==> src/rtl/trim_cal_pkg.sv <==
package trim_cal_pkg;

   typedef enum logic [0:0] {
      CAL_IDLE  = 1'b0,
      CAL_SWEEP = 1'b1
   } cal_state_e;

   function automatic int unsigned settle_cycles(input int unsigned freq_khz,
                                                 input int unsigned settle_us);
      return (freq_khz * settle_us) / 1000;
   endfunction

endpackage

==> src/rtl/trim_cal_sync.sv <==
module trim_cal_sync #(
   parameter int unsigned STAGES = 2
) (
   input  logic clk,
   input  logic rst_n,
   input  logic d_i,
   output logic q_o
);

   generate
      if (STAGES == 0) begin : g_direct
         logic unused_sync_pins;
         assign unused_sync_pins = clk ^ rst_n;
         assign q_o = d_i;
      end else begin : g_chain
         logic [STAGES-1:0] sh_q;
         always_ff @(posedge clk or negedge rst_n) begin
            if (!rst_n) begin
               sh_q <= '0;
            end else begin
               sh_q[0] <= d_i;
               for (int i = 1; i < STAGES; i++) begin
                  sh_q[i] <= sh_q[i-1];
               end
            end
         end
         assign q_o = sh_q[STAGES-1];
      end
   endgenerate

endmodule

==> src/rtl/trim_cal_timer.sv <==
module trim_cal_timer #(
   parameter int unsigned CYCLES = 16
) (
   input  logic clk,
   input  logic rst_n,
   input  logic load_i,
   output logic expire_o
);

   localparam int unsigned TW = (CYCLES > 1) ? $clog2(CYCLES) : 1;
   localparam logic [TW-1:0] RELOAD = TW'(CYCLES - 1);

   logic [TW-1:0] cnt_q;

   always_ff @(posedge clk or negedge rst_n) begin
      if (!rst_n) begin
         cnt_q <= '0;
      end else if (load_i) begin
         cnt_q <= RELOAD;
      end else if (cnt_q != '0) begin
         cnt_q <= cnt_q - 1'b1;
      end
   end

   assign expire_o = (cnt_q == '0);

endmodule

==> src/rtl/trim_cal_code.sv <==
module trim_cal_code #(
   parameter int unsigned TRIM_W = 5
) (
   input  logic              clk,
   input  logic              rst_n,
   input  logic              clear_i,
   input  logic              inc_i,
   output logic [TRIM_W-1:0] code_o,
   output logic              at_max_o
);

   localparam logic [TRIM_W-1:0] CODE_MAX = {TRIM_W{1'b1}};

   logic [TRIM_W-1:0] code_q;

   always_ff @(posedge clk or negedge rst_n) begin
      if (!rst_n) begin
         code_q <= '0;
      end else if (clear_i) begin
         code_q <= '0;
      end else if (inc_i) begin
         code_q <= code_q + 1'b1;
      end
   end

   assign code_o   = code_q;
   assign at_max_o = (code_q == CODE_MAX);

endmodule

==> src/rtl/trim_cal_ctrl.sv <==
module trim_cal_ctrl
   import trim_cal_pkg::*;
(
   input  logic clk,
   input  logic rst_n,
   input  logic start_i,
   input  logic flag_i,
   input  logic expire_i,
   input  logic at_max_i,
   output logic clear_o,
   output logic inc_o,
   output logic load_o,
   output logic chan_en_o,
   output logic busy_o,
   output logic done_o,
   output logic err_o
);

   cal_state_e state_q;
   logic       win_end;
   logic       finish;

   assign win_end = (state_q == CAL_SWEEP) && expire_i;
   assign finish  = win_end && (flag_i || at_max_i);
   assign clear_o = (state_q == CAL_IDLE) && start_i;
   assign inc_o   = win_end && !flag_i && !at_max_i;
   assign load_o  = clear_o || inc_o;

   always_ff @(posedge clk or negedge rst_n) begin
      if (!rst_n) begin
         state_q   <= CAL_IDLE;
         chan_en_o <= 1'b1;
         busy_o    <= 1'b0;
         done_o    <= 1'b0;
         err_o     <= 1'b0;
      end else begin
         done_o <= 1'b0;
         if (clear_o) begin
            state_q   <= CAL_SWEEP;
            chan_en_o <= 1'b0;
            busy_o    <= 1'b1;
            err_o     <= 1'b0;
         end else if (finish) begin
            state_q <= CAL_IDLE;
            busy_o  <= 1'b0;
            done_o  <= 1'b1;
            err_o   <= !flag_i;
         end
      end
   end

endmodule

==> src/rtl/trim_cal_seq.sv <==
module trim_cal_seq #(
   parameter int unsigned TRIM_W       = 5,
   parameter int unsigned CLK_FREQ_KHZ = 250000,
   parameter int unsigned SETTLE_US    = 64,
   parameter int unsigned SYNC_STAGES  = 2
) (
   input  logic              clk,
   input  logic              rst_n,
   input  logic              start_i,
   input  logic              cal_flag_i,
   output logic [TRIM_W-1:0] trim_o,
   output logic              chan_en_o,
   output logic              busy_o,
   output logic              done_o,
   output logic              err_o
);

   localparam int unsigned SETTLE_CYC = trim_cal_pkg::settle_cycles(CLK_FREQ_KHZ, SETTLE_US);

   generate
      if (TRIM_W < 1 || TRIM_W > 16) begin : g_bad_width
         $error("trim_cal_seq: TRIM_W out of range");
      end
      if (SETTLE_CYC <= SYNC_STAGES) begin : g_bad_settle
         $error("trim_cal_seq: settle window must exceed synchronizer depth");
      end
   endgenerate

   logic flag_s;
   logic expire;
   logic at_max;
   logic clear;
   logic inc;
   logic load;

   trim_cal_sync #(.STAGES(SYNC_STAGES)) u_sync (
      .clk   (clk),
      .rst_n (rst_n),
      .d_i   (cal_flag_i),
      .q_o   (flag_s)
   );

   trim_cal_timer #(.CYCLES(SETTLE_CYC)) u_timer (
      .clk      (clk),
      .rst_n    (rst_n),
      .load_i   (load),
      .expire_o (expire)
   );

   trim_cal_code #(.TRIM_W(TRIM_W)) u_code (
      .clk      (clk),
      .rst_n    (rst_n),
      .clear_i  (clear),
      .inc_i    (inc),
      .code_o   (trim_o),
      .at_max_o (at_max)
   );

   trim_cal_ctrl u_ctrl (
      .clk       (clk),
      .rst_n     (rst_n),
      .start_i   (start_i),
      .flag_i    (flag_s),
      .expire_i  (expire),
      .at_max_i  (at_max),
      .clear_o   (clear),
      .inc_o     (inc),
      .load_o    (load),
      .chan_en_o (chan_en_o),
      .busy_o    (busy_o),
      .done_o    (done_o),
      .err_o     (err_o)
   );

endmodule

==> config.mk <==
export PLATFORM = sky130hd
export DESIGN_NAME = trim_cal_seq
export DESIGN_NICKNAME = d
export VERILOG_FILES = /design/src/rtl/trim_cal_pkg.sv /design/src/rtl/trim_cal_sync.sv /design/src/rtl/trim_cal_timer.sv /design/src/rtl/trim_cal_code.sv /design/src/rtl/trim_cal_ctrl.sv /design/src/rtl/trim_cal_seq.sv
export SDC_FILE = /design/constraint.sdc
export NUM_CORES = 1
export LEC_CHECK = 0
export BUFFER_PORTS_ARGS = -buffer_cell sky130_fd_sc_hd__buf_2
export CELL_PAD_IN_SITES_DETAIL_PLACEMENT = 0
export CELL_PAD_IN_SITES_GLOBAL_PLACEMENT = 2
export CORE_MARGIN = 5
export CORE_UTILIZATION = 42
export CTS_BUF_LIST = sky130_fd_sc_hd__clkbuf_8
export DETAILED_ROUTE_END_ITERATION = 8
export PLACE_DENSITY = 0.93
export RECOVER_POWER = 25
export SLEW_MARGIN = 20
export SYNTH_ARGS = -nofsm -noshare
export SYNTH_HDL_FRONTEND = slang
export SYNTH_SLANG_ARGS = --single-unit
==> constraint.sdc <==
create_clock -name clk -period 3.8 [get_ports clk]
set_clock_uncertainty 0.05 [all_clocks]
set_input_delay 0.38 -clock clk [delete_from_list [all_inputs] [get_ports clk]]
set_output_delay 0.38 -clock clk [all_outputs]
set_load 0.01 [all_outputs]
==> results.sh, run 1 <==
export IMPL_fmax_ghz=0.423
export IMPL_cts_sink_count=25
export IMPL_power_density_nw_per_um2=482
export IMPL_fin_ws_ps=1440
export IMPL_hp_class="in2reg"
export IMPL_nets=148
export IMPL_status="complete, no violations"
export IMPL_ys_ff_latch=25
export IMPL_via_count=992
export IMPL_final_common_cell="dfrtp_1"
export IMPL_grt_ovfl_total=0
export IMPL_synth_edf_count=0
export IMPL_fillers=254
export IMPL_core_rowCount=19
export IMPL_cts_buffer_depth=2
export IMPL_placed_cells=166
export IMPL_clkSlewWorstSetupHoldPaths_ps=80
export IMPL_crit_path_frequent_cell="ha_1"
export IMPL_grt_most_used_layer="met2"
export IMPL_ioPinCount=13
export IMPL_synth_cell_types=37
export IMPL_max_cap_violations=0
export IMPL_port_buffers=12
export IMPL_n_antenna_cell=0
export IMPL_crit_type="reg2reg"
export IMPL_antenna_found_initial=0
export IMPL_worstPathArrival_ps=2520
export IMPL_vias_per_cell=5.84
export IMPL_area_growth_pct=11.6
export IMPL_core_area_sq_um=2810
export IMPL_final_util_pct=50.1
export IMPL_leakagePower_nw=0.613
export IMPL_dpl_worst_slack_ps=1450
export IMPL_yosys_warnings=0
export IMPL_die_w_um=64.8
export IMPL_report_final_slew_viol_count=0
export IMPL_first_pass_iters=4
export IMPL_period_share_pct=62.2
export IMPL_yosysSeqAreaShare_pct=49.8
export IMPL_drtIter0Drc=35
export IMPL_cp_buffers_inverters=0
export IMPL_finalInstanceArea_sq_um=1410
export IMPL_grt_max_degree=26
export IMPL_async_reset_ff_share_pct=100
export IMPL_ant_nets=0
export IMPL_dpl_hpwl_um=1810
export IMPL_dieArea_sq_um=4200
export IMPL_cp_end_kind="flop"
export IMPL_synth_area_sq_um=1260
export IMPL_chipHeight_um=64.8
export IMPL_mostFrequentLayoutCells="24 x dfrtp_1, 11 x nand2_1, 11 x buf_2"
export IMPL_cts_tree="built"
export IMPL_use_met2_pct=21.6
export IMPL_post_cts_resized=0
export IMPL_cp_required_ps=3960
export IMPL_gr_usage_met1_pct=20.5
export IMPL_gp_congestion=0.795
export IMPL_cp_top_family="simple AND/OR/NAND/NOR gates"
export IMPL_slew_headroom_pct=11.8
export IMPL_cp_cell_sequence="ha_1 -> and3_1 -> ha_1 -> nor4b_1 -> nand4_2 -> or4_1 -> nand2_1"
export IMPL_hold_viol_final=0
export IMPL_htree_levels=1
export IMPL_drc_errors=0
export IMPL_grt_pass1_vias=977
export IMPL_wl_um=2540
export IMPL_grt_pass1_wl_um=4720
export IMPL_slowest_stage="or4_1"
export IMPL_period_needed_ps=2360
export IMPL_dpl_cell_area_sq_um=1360
export IMPL_fin_cells=170
export IMPL_max_stage_delay_ps=540
export IMPL_tns_ps=0
export IMPL_rsz0062_at_grt="false"
export IMPL_tightestPinTransition_ps=1320
export IMPL_use_met3_pct=2.42
export IMPL_numCtsBuffers=3
export IMPL_drive_above_1_share_pct=15.1
export IMPL_track_usage_pct=14.3
export IMPL_vdd_ir_drop_max_uv=232
export IMPL_path_max_fanout=9
export IMPL_worstSkewPairLatency_ps=260
export IMPL_start_util_pct=44.9
export IMPL_avgSynthCellArea_sq_um=10.2
export IMPL_start_kind="flop"
export IMPL_post_cts_buffers=0
export IMPL_syn_num_nets=131
export IMPL_postCtsHoldBufs=0
export IMPL_wl_per_cell_um=14.9
export IMPL_final_setup_viol_count=0
export IMPL_cts_root_buffer="clkbuf_8"
export IMPL_syn_inst=123
export IMPL_synthFlopType="dfrtp_1"
## kinds of logic (layout without fill, tap and decap cells)
kind of cell	after synthesis	count (layout)	share of synthesized area (%)
simple gates	64	64	30.8
flops	25	25	49.8
compound gates	21	21	11.0
buf+inv	5	21	1.49
fa+ha+maj	4	4	3.97
xor+xnor	2	2	1.39
mux	2	2	1.59
## final timing paths
check,from,end,slack (ps),cells after the start
max,u_code.code_o[0],u_code.code_o[3],1440,7
min,cal_flag_i,u_sync.g_chain.sh_q[0],170,1
max reg2reg,u_code.code_o[0],u_code.code_o[3],1440,7
min reg2reg,u_sync.g_chain.sh_q[0],u_sync.g_chain.sh_q[1],320,0
max in group asynchronous,rst_n,u_code.code_o[4],2580,1
min in group asynchronous,rst_n,u_timer.cnt_q[6],340,1
## synthesized netlist by cell type (2+ instances only)
library cell	n	share of area (%)
a211o_1	2	1.4
a21oi_1	2	0.79
a31oi_1	2	0.99
and2_1	2	0.99
and3_1	2	0.99
dfrtp_1	24	48
ha_1	4	4.0
inv_1	4	1.2
mux2i_1	2	1.6
nand2_1	11	3.3
nand2b_1	2	0.99
nand3_1	9	3.6
nand3b_1	2	1.2
nor2_1	10	3.0
nor2b_1	2	0.99
nor3_1	3	1.2
nor4_1	2	0.99
nor4b_1	2	1.4
o211ai_1	3	1.8
o21ai_0	6	2.4
o31ai_1	5	3.0
or4_1	7	4.2
## power by group
part	leakage (nW)	switching (W)	internal (W)
clock network	0.0269	0.0000807	0.0000722
registers	0.288	0.0000612	0.000314
logic	0.298	0.0000785	0.0000720
## state kept, by name (all words and copies together), names as in the netlist
name and flops:
u_ctrl.busy_o 1, u_code.code_o 5, u_ctrl.chan_en_o 1, u_sync.g_chain.sh_q 2, u_timer.cnt_q 14, u_ctrl.err_o 1
u_ctrl.done_o 1
## final cells by class
type	instances	area (sq um)	share of cell area [%]
sequential	25	627	44.6
timing repair buffer	13	66.3	4.72
clock buffer	3	41.3	2.94
multi-input combinational	93	614	43.7
tap	31	38.8	2.76
clock inverter	1	3.75	0.267
inverter	4	15.0	1.07
## through the flow
stage          hold WS (ps)  total power, W
2_1_floorplan          34.4        0.000477
3_3_place_gp            292        0.000525
3_5_place_dp            304        0.000531
4_1_cts                60.7        0.000683
5_1_grt                 169        0.000739
6_report                171        0.000678
## routing by layer
metal / up-vias / wire length, um / share of wire (%)
li1: 492 / - / -
met1: 478 / 1250 / 49
met2: 20 / 1170 / 46
met3: 2 / 94 / 3.7
met4: 0 / 17 / 0.67
met5: - / 0 / 0
(Power assumes the default switching activity.)
==> run 2, diff against run 1 <==
CORE_UTILIZATION = 35   (was 42)
PLACE_DENSITY = 0.84   (was 0.93)
clock period = 1.9 ns   (was 3.8 ns; I/O delays follow)
==> results.sh, run 2 (same netlist as run 1, synthesis figures left out) <==
export IMPL_status="finished with violations"
export IMPL_violations="negative setup slack"
export IMPL_path_max_fanout=4
export IMPL_final_setup_viol_count=2
export IMPL_dpl_worst_slack_ps=-26.1
export IMPL_period_share_pct=101
export IMPL_nets=167
export IMPL_cts_buffer_depth=2
export IMPL_wl_per_cell_um=14.4
export IMPL_power_w=0.00148
export IMPL_grt_pass1_vias=1134
export IMPL_p_int_w=0.000993
export IMPL_dieArea_sq_um=4900
export IMPL_fillers=330
export IMPL_track_usage_pct=13.3
export IMPL_power_density_nw_per_um2=895
export IMPL_period_needed_ps=1930
export IMPL_cp_end_kind="flop"
export IMPL_seqCellArea_sq_um=627
export IMPL_antenna_found_initial=0
export IMPL_worstPathArrival_ps=2090
export IMPL_r2r_cells=7
export IMPL_gp_congestion=0.764
export IMPL_fmax_ghz=0.519
export IMPL_core_area_sq_um=3420
export IMPL_slowest_stage="or4_1"
export IMPL_crit_type="reg2reg"
export IMPL_slew_headroom_pct=58.4
export IMPL_cp_required_ps=2060
export IMPL_die_w_um=70
export IMPL_max_stage_delay_ps=420
export IMPL_placed_cells=197
export IMPL_cts_sink_count=25
export IMPL_cp_cell_sequence="ha_2 -> and3_4 -> ha_4 -> nor4b_4 -> nand4_4 -> or4_1 -> nand2_1"
export IMPL_report_final_slew_viol_count=0
export IMPL_core_rowCount=21
export IMPL_numCtsBuffers=3
export IMPL_hold_slack_ps=111
export IMPL_grt_ovfl_total=0
export IMPL_start_util_pct=36.9
export IMPL_drc_errors=0
export IMPL_vias_per_cell=5.28
export IMPL_clkSlewWorstSetupHoldPaths_ps=90
export IMPL_dpl_hpwl_um=2140
export IMPL_ioPinCount=13
export IMPL_hold_viol_final=0
export IMPL_max_cap_violations=0
export IMPL_wl_um=2930
export IMPL_cts_root_buffer="clkbuf_8"
export IMPL_htree_levels=1
export IMPL_vdd_ir_drop_max_uv=524
export IMPL_fin_cells=204
export IMPL_via_count=1078
export IMPL_pwr_share_seq_pct=49.8
export IMPL_p_sw_w=0.000491
export IMPL_leakagePower_nw=0.737
export IMPL_p_sw_share_pct=33.1
export IMPL_first_pass_iters=4
export IMPL_min_path_cells=3
export IMPL_grt_pass1_wl_um=5310
export IMPL_multiInputGateArea_sq_um=706
export IMPL_pwr_share_comb_pct=29.0
export IMPL_mostFrequentLayoutCells="24 x dfrtp_1, 17 x buf_4, 11 x nand2_1, 11 x buf_2, 10 x nor2_1"
export IMPL_chipHeight_um=70
export IMPL_drtIter0Drc=68
export IMPL_tns_ps=-45.8
export IMPL_clockPowerShare_pct=21.2
export IMPL_worstSkewPairLatency_ps=270
export IMPL_cts_tree="built"
export IMPL_area_growth_pct=31.6
export IMPL_largest_reg_flops=14
export IMPL_rsz0062_at_grt="true"
export IMPL_fin_ws_ps=-27.3
export IMPL_largest_register="u_timer.cnt_q"
export IMPL_final_common_cell="dfrtp_1"
export IMPL_start_kind="flop"
export IMPL_ant_nets=0
export IMPL_grt_max_degree=26
export IMPL_port_buffers=12
export IMPL_tightestPinTransition_ps=624
export IMPL_hp_class="in2reg"
export IMPL_n_antenna_cell=0
export IMPL_drive_above_1_share_pct=32.3
-- run 2: cell types whose count changed in the layout (fill, tap and decap cells not counted), moves of 2 or more --
cell	change
nand3_2	+6
o21ai_1	+2
buf_4	+16
ha_1	-2
dlygate4sd3_1	+2
nand3_1	-6
and2_4	+2
o21ai_0	-2
nor4b_1	-2
-- run 2: final cells by class --
class / instances / share of cell area [%]
clock buffer: 3 / 2.49
clock inverter: 1 / 0.226
inverter: 4 / 0.906
multi-input combinational: 94 / 42.6
sequential: 25 / 37.8
tap: 46 / 3.47
timing repair buffer: 31 / 12.5
-- run 2: routing by layer --
| layer | up-vias | share of wire (%) | global-route usage (%) |
|---|---|---|---|
| met5 | - | 0 | 0 |
| met2 | 20 | 47 | 21.1 |
| met1 | 524 | 48 | 18.2 |
| met4 | 0 | 1.1 | 4.47 |
| li1 | 530 | - | - |
| met3 | 4 | 3.8 | 2.44 |
-- run 2: critical path, delay by kind of cell, from the launching register on --
kind / cells / cell delay [ps]
and+or+nand+nor: 5 / 1080
adders and majority gates: 2 / 350
DFF: 1 / 390
-- run 2: final timing paths --
| path | from | end | slack, ps |
|---|---|---|---|
| setup / recovery | u_code.code_o[0] | u_code.code_o[3] | -30 |
| hold / removal | start_i | u_ctrl.busy_o | 110 |
| setup reg to reg | u_code.code_o[0] | u_code.code_o[3] | -30 |
| hold reg to reg | u_sync.g_chain.sh_q[0] | u_sync.g_chain.sh_q[1] | 310 |
| max in group asynchronous | rst_n | u_timer.cnt_q[8] | 970 |
| min in group asynchronous | rst_n | u_timer.cnt_q[3] | 410 |
-- run 2: what timing repair did --
action                                  CTS  global route
endpoints found under the setup margin    5            20
pin swaps                                 0             1
resized for setup                         1             0
gates cloned                              1             0
endpoints found under the hold margin    25             0
buffers inserted                          0             0
hold buffers                              2             0
-- run 2: per-stage QoR --
step                util [%]  instance area [sq um]
global placement        46.4                   1580
global route            48.5                   1660
CTS                     48.5                   1660
finish                  48.5                   1660
detailed placement      46.4                   1580
floorplan                  -                   1350
-- run 2: power groups by stage --
| stage | registers, W | clock network (W) | logic, W |
|---|---|---|---|
| CTS | 0.000736 | 0.000321 | 0.000433 |
| detailed placement | 0.000747 | 0 | 0.000429 |
| floorplan | 0.000739 | 0 | 0.000250 |
| global placement | 0.000739 | 0 | 0.000418 |
| finish | 0.000739 | 0.000314 | 0.000431 |
| global route | 0.000756 | 0.000351 | 0.000492 |
==> run 3, diff against run 2 <==
ABC_AREA = 1   (was unset)
CORE_UTILIZATION = 32   (was 35)
==> results.sh, run 3 <==
export IMPL_report_final_slew_viol_count=0
export IMPL_status="complete, no violations"
export IMPL_gp_congestion=0.796
export IMPL_power_density_nw_per_um2=824
export IMPL_yosys_area_top_type_share_pct=41.9
export IMPL_synth_most_common_cell="nand2_1"
export IMPL_r2r_cells=9
export IMPL_final_common_cell="nand2_1"
export IMPL_period_needed_ps=1700
export IMPL_yosys_warnings=0
export IMPL_rsz0062_at_grt="false"
export IMPL_start_kind="flop"
export IMPL_holdPathEnd="u_ctrl.busy_o"
export IMPL_first_pass_iters=4
export IMPL_wl_per_cell_um=12.0
export IMPL_cts_tree="built"
export IMPL_fillers=458
export IMPL_numCtsBuffers=3
export IMPL_seqCellArea_sq_um=627
export IMPL_cp_required_ps=2050
export IMPL_synth_edf_count=0
export IMPL_nets=221
export IMPL_min_path_cells=5
export IMPL_slew_headroom_pct=56.4
export IMPL_tightestPinTransition_ps=653
export IMPL_fmax_ghz=0.589
export IMPL_cts_sink_count=25
export IMPL_worstSkewPairLatency_ps=270
export IMPL_cts_root_buffer="clkbuf_8"
export IMPL_syn_num_nets=196
export IMPL_synth_area_sq_um=1430
export IMPL_track_usage_pct=11.4
export IMPL_synthSimpleGateAreaFrac_pct=37.6
export IMPL_yosysSeqAreaShare_pct=43.8
export IMPL_final_setup_viol_count=0
export IMPL_hp_class="in2reg"
export IMPL_via_count=1237
export IMPL_avgSynthCellArea_sq_um=7.62
export IMPL_synth_adder_area_share_pct=3.49
export IMPL_cp_end_kind="flop"
export IMPL_ioPinCount=13
export IMPL_area_growth_pct=16.9
export IMPL_multiInputGateArea_sq_um=677
export IMPL_dpl_hpwl_um=2360
export IMPL_drive_above_1_share_pct=17.5
export IMPL_tns_ps=0
export IMPL_grt_ovfl_total=0
export IMPL_worstPathArrival_ps=1840
export IMPL_drc_errors=0
export IMPL_synth_top_family_by_area="simple AND/OR/NAND/NOR gates"
export IMPL_dieArea_sq_um=5920
export IMPL_synth_top_cells_by_area="dfrtp_1 42%, nand2_1 12%, inv_1 7.6%"
export IMPL_n_antenna_cell=0
export IMPL_synthFlopType="dfrtp_1"
export IMPL_max_cap_violations=0
export IMPL_holdCritStartpoint="start_i"
export IMPL_antenna_found_initial=0
export IMPL_async_reset_ff_share_pct=100
export IMPL_htree_levels=1
export IMPL_clkSlewWorstSetupHoldPaths_ps=100
export IMPL_synth_cell_types=25
export IMPL_chipHeight_um=76.9
export IMPL_drtIter0Drc=51
export IMPL_grt_max_degree=26
export IMPL_core_rowCount=24
export IMPL_synth_compound_area_share_pct=3.93
export IMPL_leakagePower_nw=0.902
export IMPL_synthMuxAreaShare_pct=0
export IMPL_path_max_fanout=10
export IMPL_largest_register="u_timer.cnt_q"
export IMPL_start_util_pct=32.9
export IMPL_hold_viol_final=0
export IMPL_mostFrequentLayoutCells="44 x nand2_1, 29 x inv_1, 28 x nor2_1"
export IMPL_syn_inst=188
export IMPL_crit_path_frequent_cell="ha_1"
export IMPL_r2r_slack_ps=200
export IMPL_max_stage_delay_ps=430
export IMPL_cp_cell_sequence="ha_1 -> nand2_1 -> nor2_1 -> ha_1 -> nor2_4 -> nand4_4 -> nand2_4 -> inv_4 -> o21ai_0"
export IMPL_core_area_sq_um=4350
export IMPL_period_share_pct=89.4
export IMPL_die_w_um=76.9
export IMPL_yosys_top_cells_count="44 x nand2_1, 29 x inv_1, 28 x nor2_1, 24 x dfrtp_1, 20 x nand3_1"
export IMPL_wl_um=3180
export IMPL_vias_per_cell=4.69
export IMPL_vdd_ir_drop_max_uv=375
export IMPL_port_buffers=12
export IMPL_cts_buffer_depth=2
export IMPL_grt_pass1_wl_um=5640
export IMPL_largest_reg_flops=14
export IMPL_crit_reg2reg_capture="u_timer.cnt_q[3]"
export IMPL_crit_type="reg2reg"
export IMPL_r2r_start="u_code.code_o[0]"
export IMPL_ys_ff_latch=25
export IMPL_ant_nets=0
export IMPL_synth_top_area_cell="dfrtp_1"
export IMPL_slowest_stage="dfrtp_1"
export IMPL_synthXorXnorAreaFrac_pct=1.83
export IMPL_grt_pass1_vias=1223
export IMPL_hold_slack_ps=144
-- run 3: layout make-up --
cell class,instances,share of cell area (%)
Multi-Input combinational cell,130,40.4
Sequential cell,25,37.4
Timing Repair Buffer,21,7.92
Inverter,32,7.32
Tap cell,52,3.89
Clock buffer,3,2.47
Clock inverter,1,0.523
-- run 3: worst max-delay path: cells and delay by family (launching register included) --
kind	cells	cell delay, ps
and+or+nand+nor	5	520
adders and majority gates	2	430
DFF	1	430
buffers and inverters	1	80
AOI/OAI and AO/OA	1	80
-- run 3: cell families (layout without fill, tap and decap cells) --
kind of cell / count (synthesis) / count (layout)
AOI/OAI and AO/OA: 11 / 11
xor gates and xnor gates: 3 / 3
adders and majority gates: 4 / 4
buffers and inverters: 33 / 57
DFF: 25 / 25
and+or+nand+nor: 112 / 112
-- run 3: stage by stage --
step / worst slack (ps) / instances / utilization [%] / cell area [sq um] / total power, W
4_1_cts: 75.4 / 261 / 37.8 / 1650 / 0.00140
5_1_grt: 19.5 / 264 / 38.4 / 1670 / 0.00149
6_report: 202 / 264 / 38.4 / 1670 / 0.00138
2_1_floorplan: 124 / 188 / - / 1430 / 0.000936
3_3_place_gp: 164 / 255 / 36.2 / 1580 / 0.00105
3_5_place_dp: 103 / 255 / 36.2 / 1580 / 0.00104
-- run 3: what timing repair did --
action / 4_1_cts / 5_1_grt
gates resized for setup: 0 / 2
hold buffers: 2 / 0
hold endpoints to repair: 25 / 0
setup buffers: 0 / 3
endpoints found under the setup margin: 0 / 17
-- run 3: worst max-delay path by stage --
stage / from / end / slack [ps] / cells past startpoint
global placement: u_code.code_o[0] / u_timer.cnt_q[3] / 160 / 9
floorplan: u_code.code_o[0] / u_timer.cnt_q[3] / 120 / 9
detailed placement: u_code.code_o[0] / u_timer.cnt_q[4] / 100 / 9
CTS: u_code.code_o[0] / u_timer.cnt_q[4] / 80 / 9
global route: u_code.code_o[0] / u_timer.cnt_q[4] / 20 / 9
finish: u_code.code_o[0] / u_timer.cnt_q[3] / 200 / 9
-- run 3: report_power, final --
part           internal, W  switching [W]
Sequential        0.000611      0.0000791
Combinational     0.000131       0.000214
Clock             0.000154       0.000191
Total             0.000895       0.000484
-- run 3: routing by layer --
layer / up-vias / routed length [um] / part of all wire, % / global-route usage [%]
met5: - / 0 / 0 / 0
met4: 0 / 20 / 0.63 / 1.57
met3: 2 / 141 / 4.4 / 2.81
met2: 27 / 1560 / 49 / 19.1
met1: 569 / 1460 / 46 / 15.2
li1: 639 / - / - / -
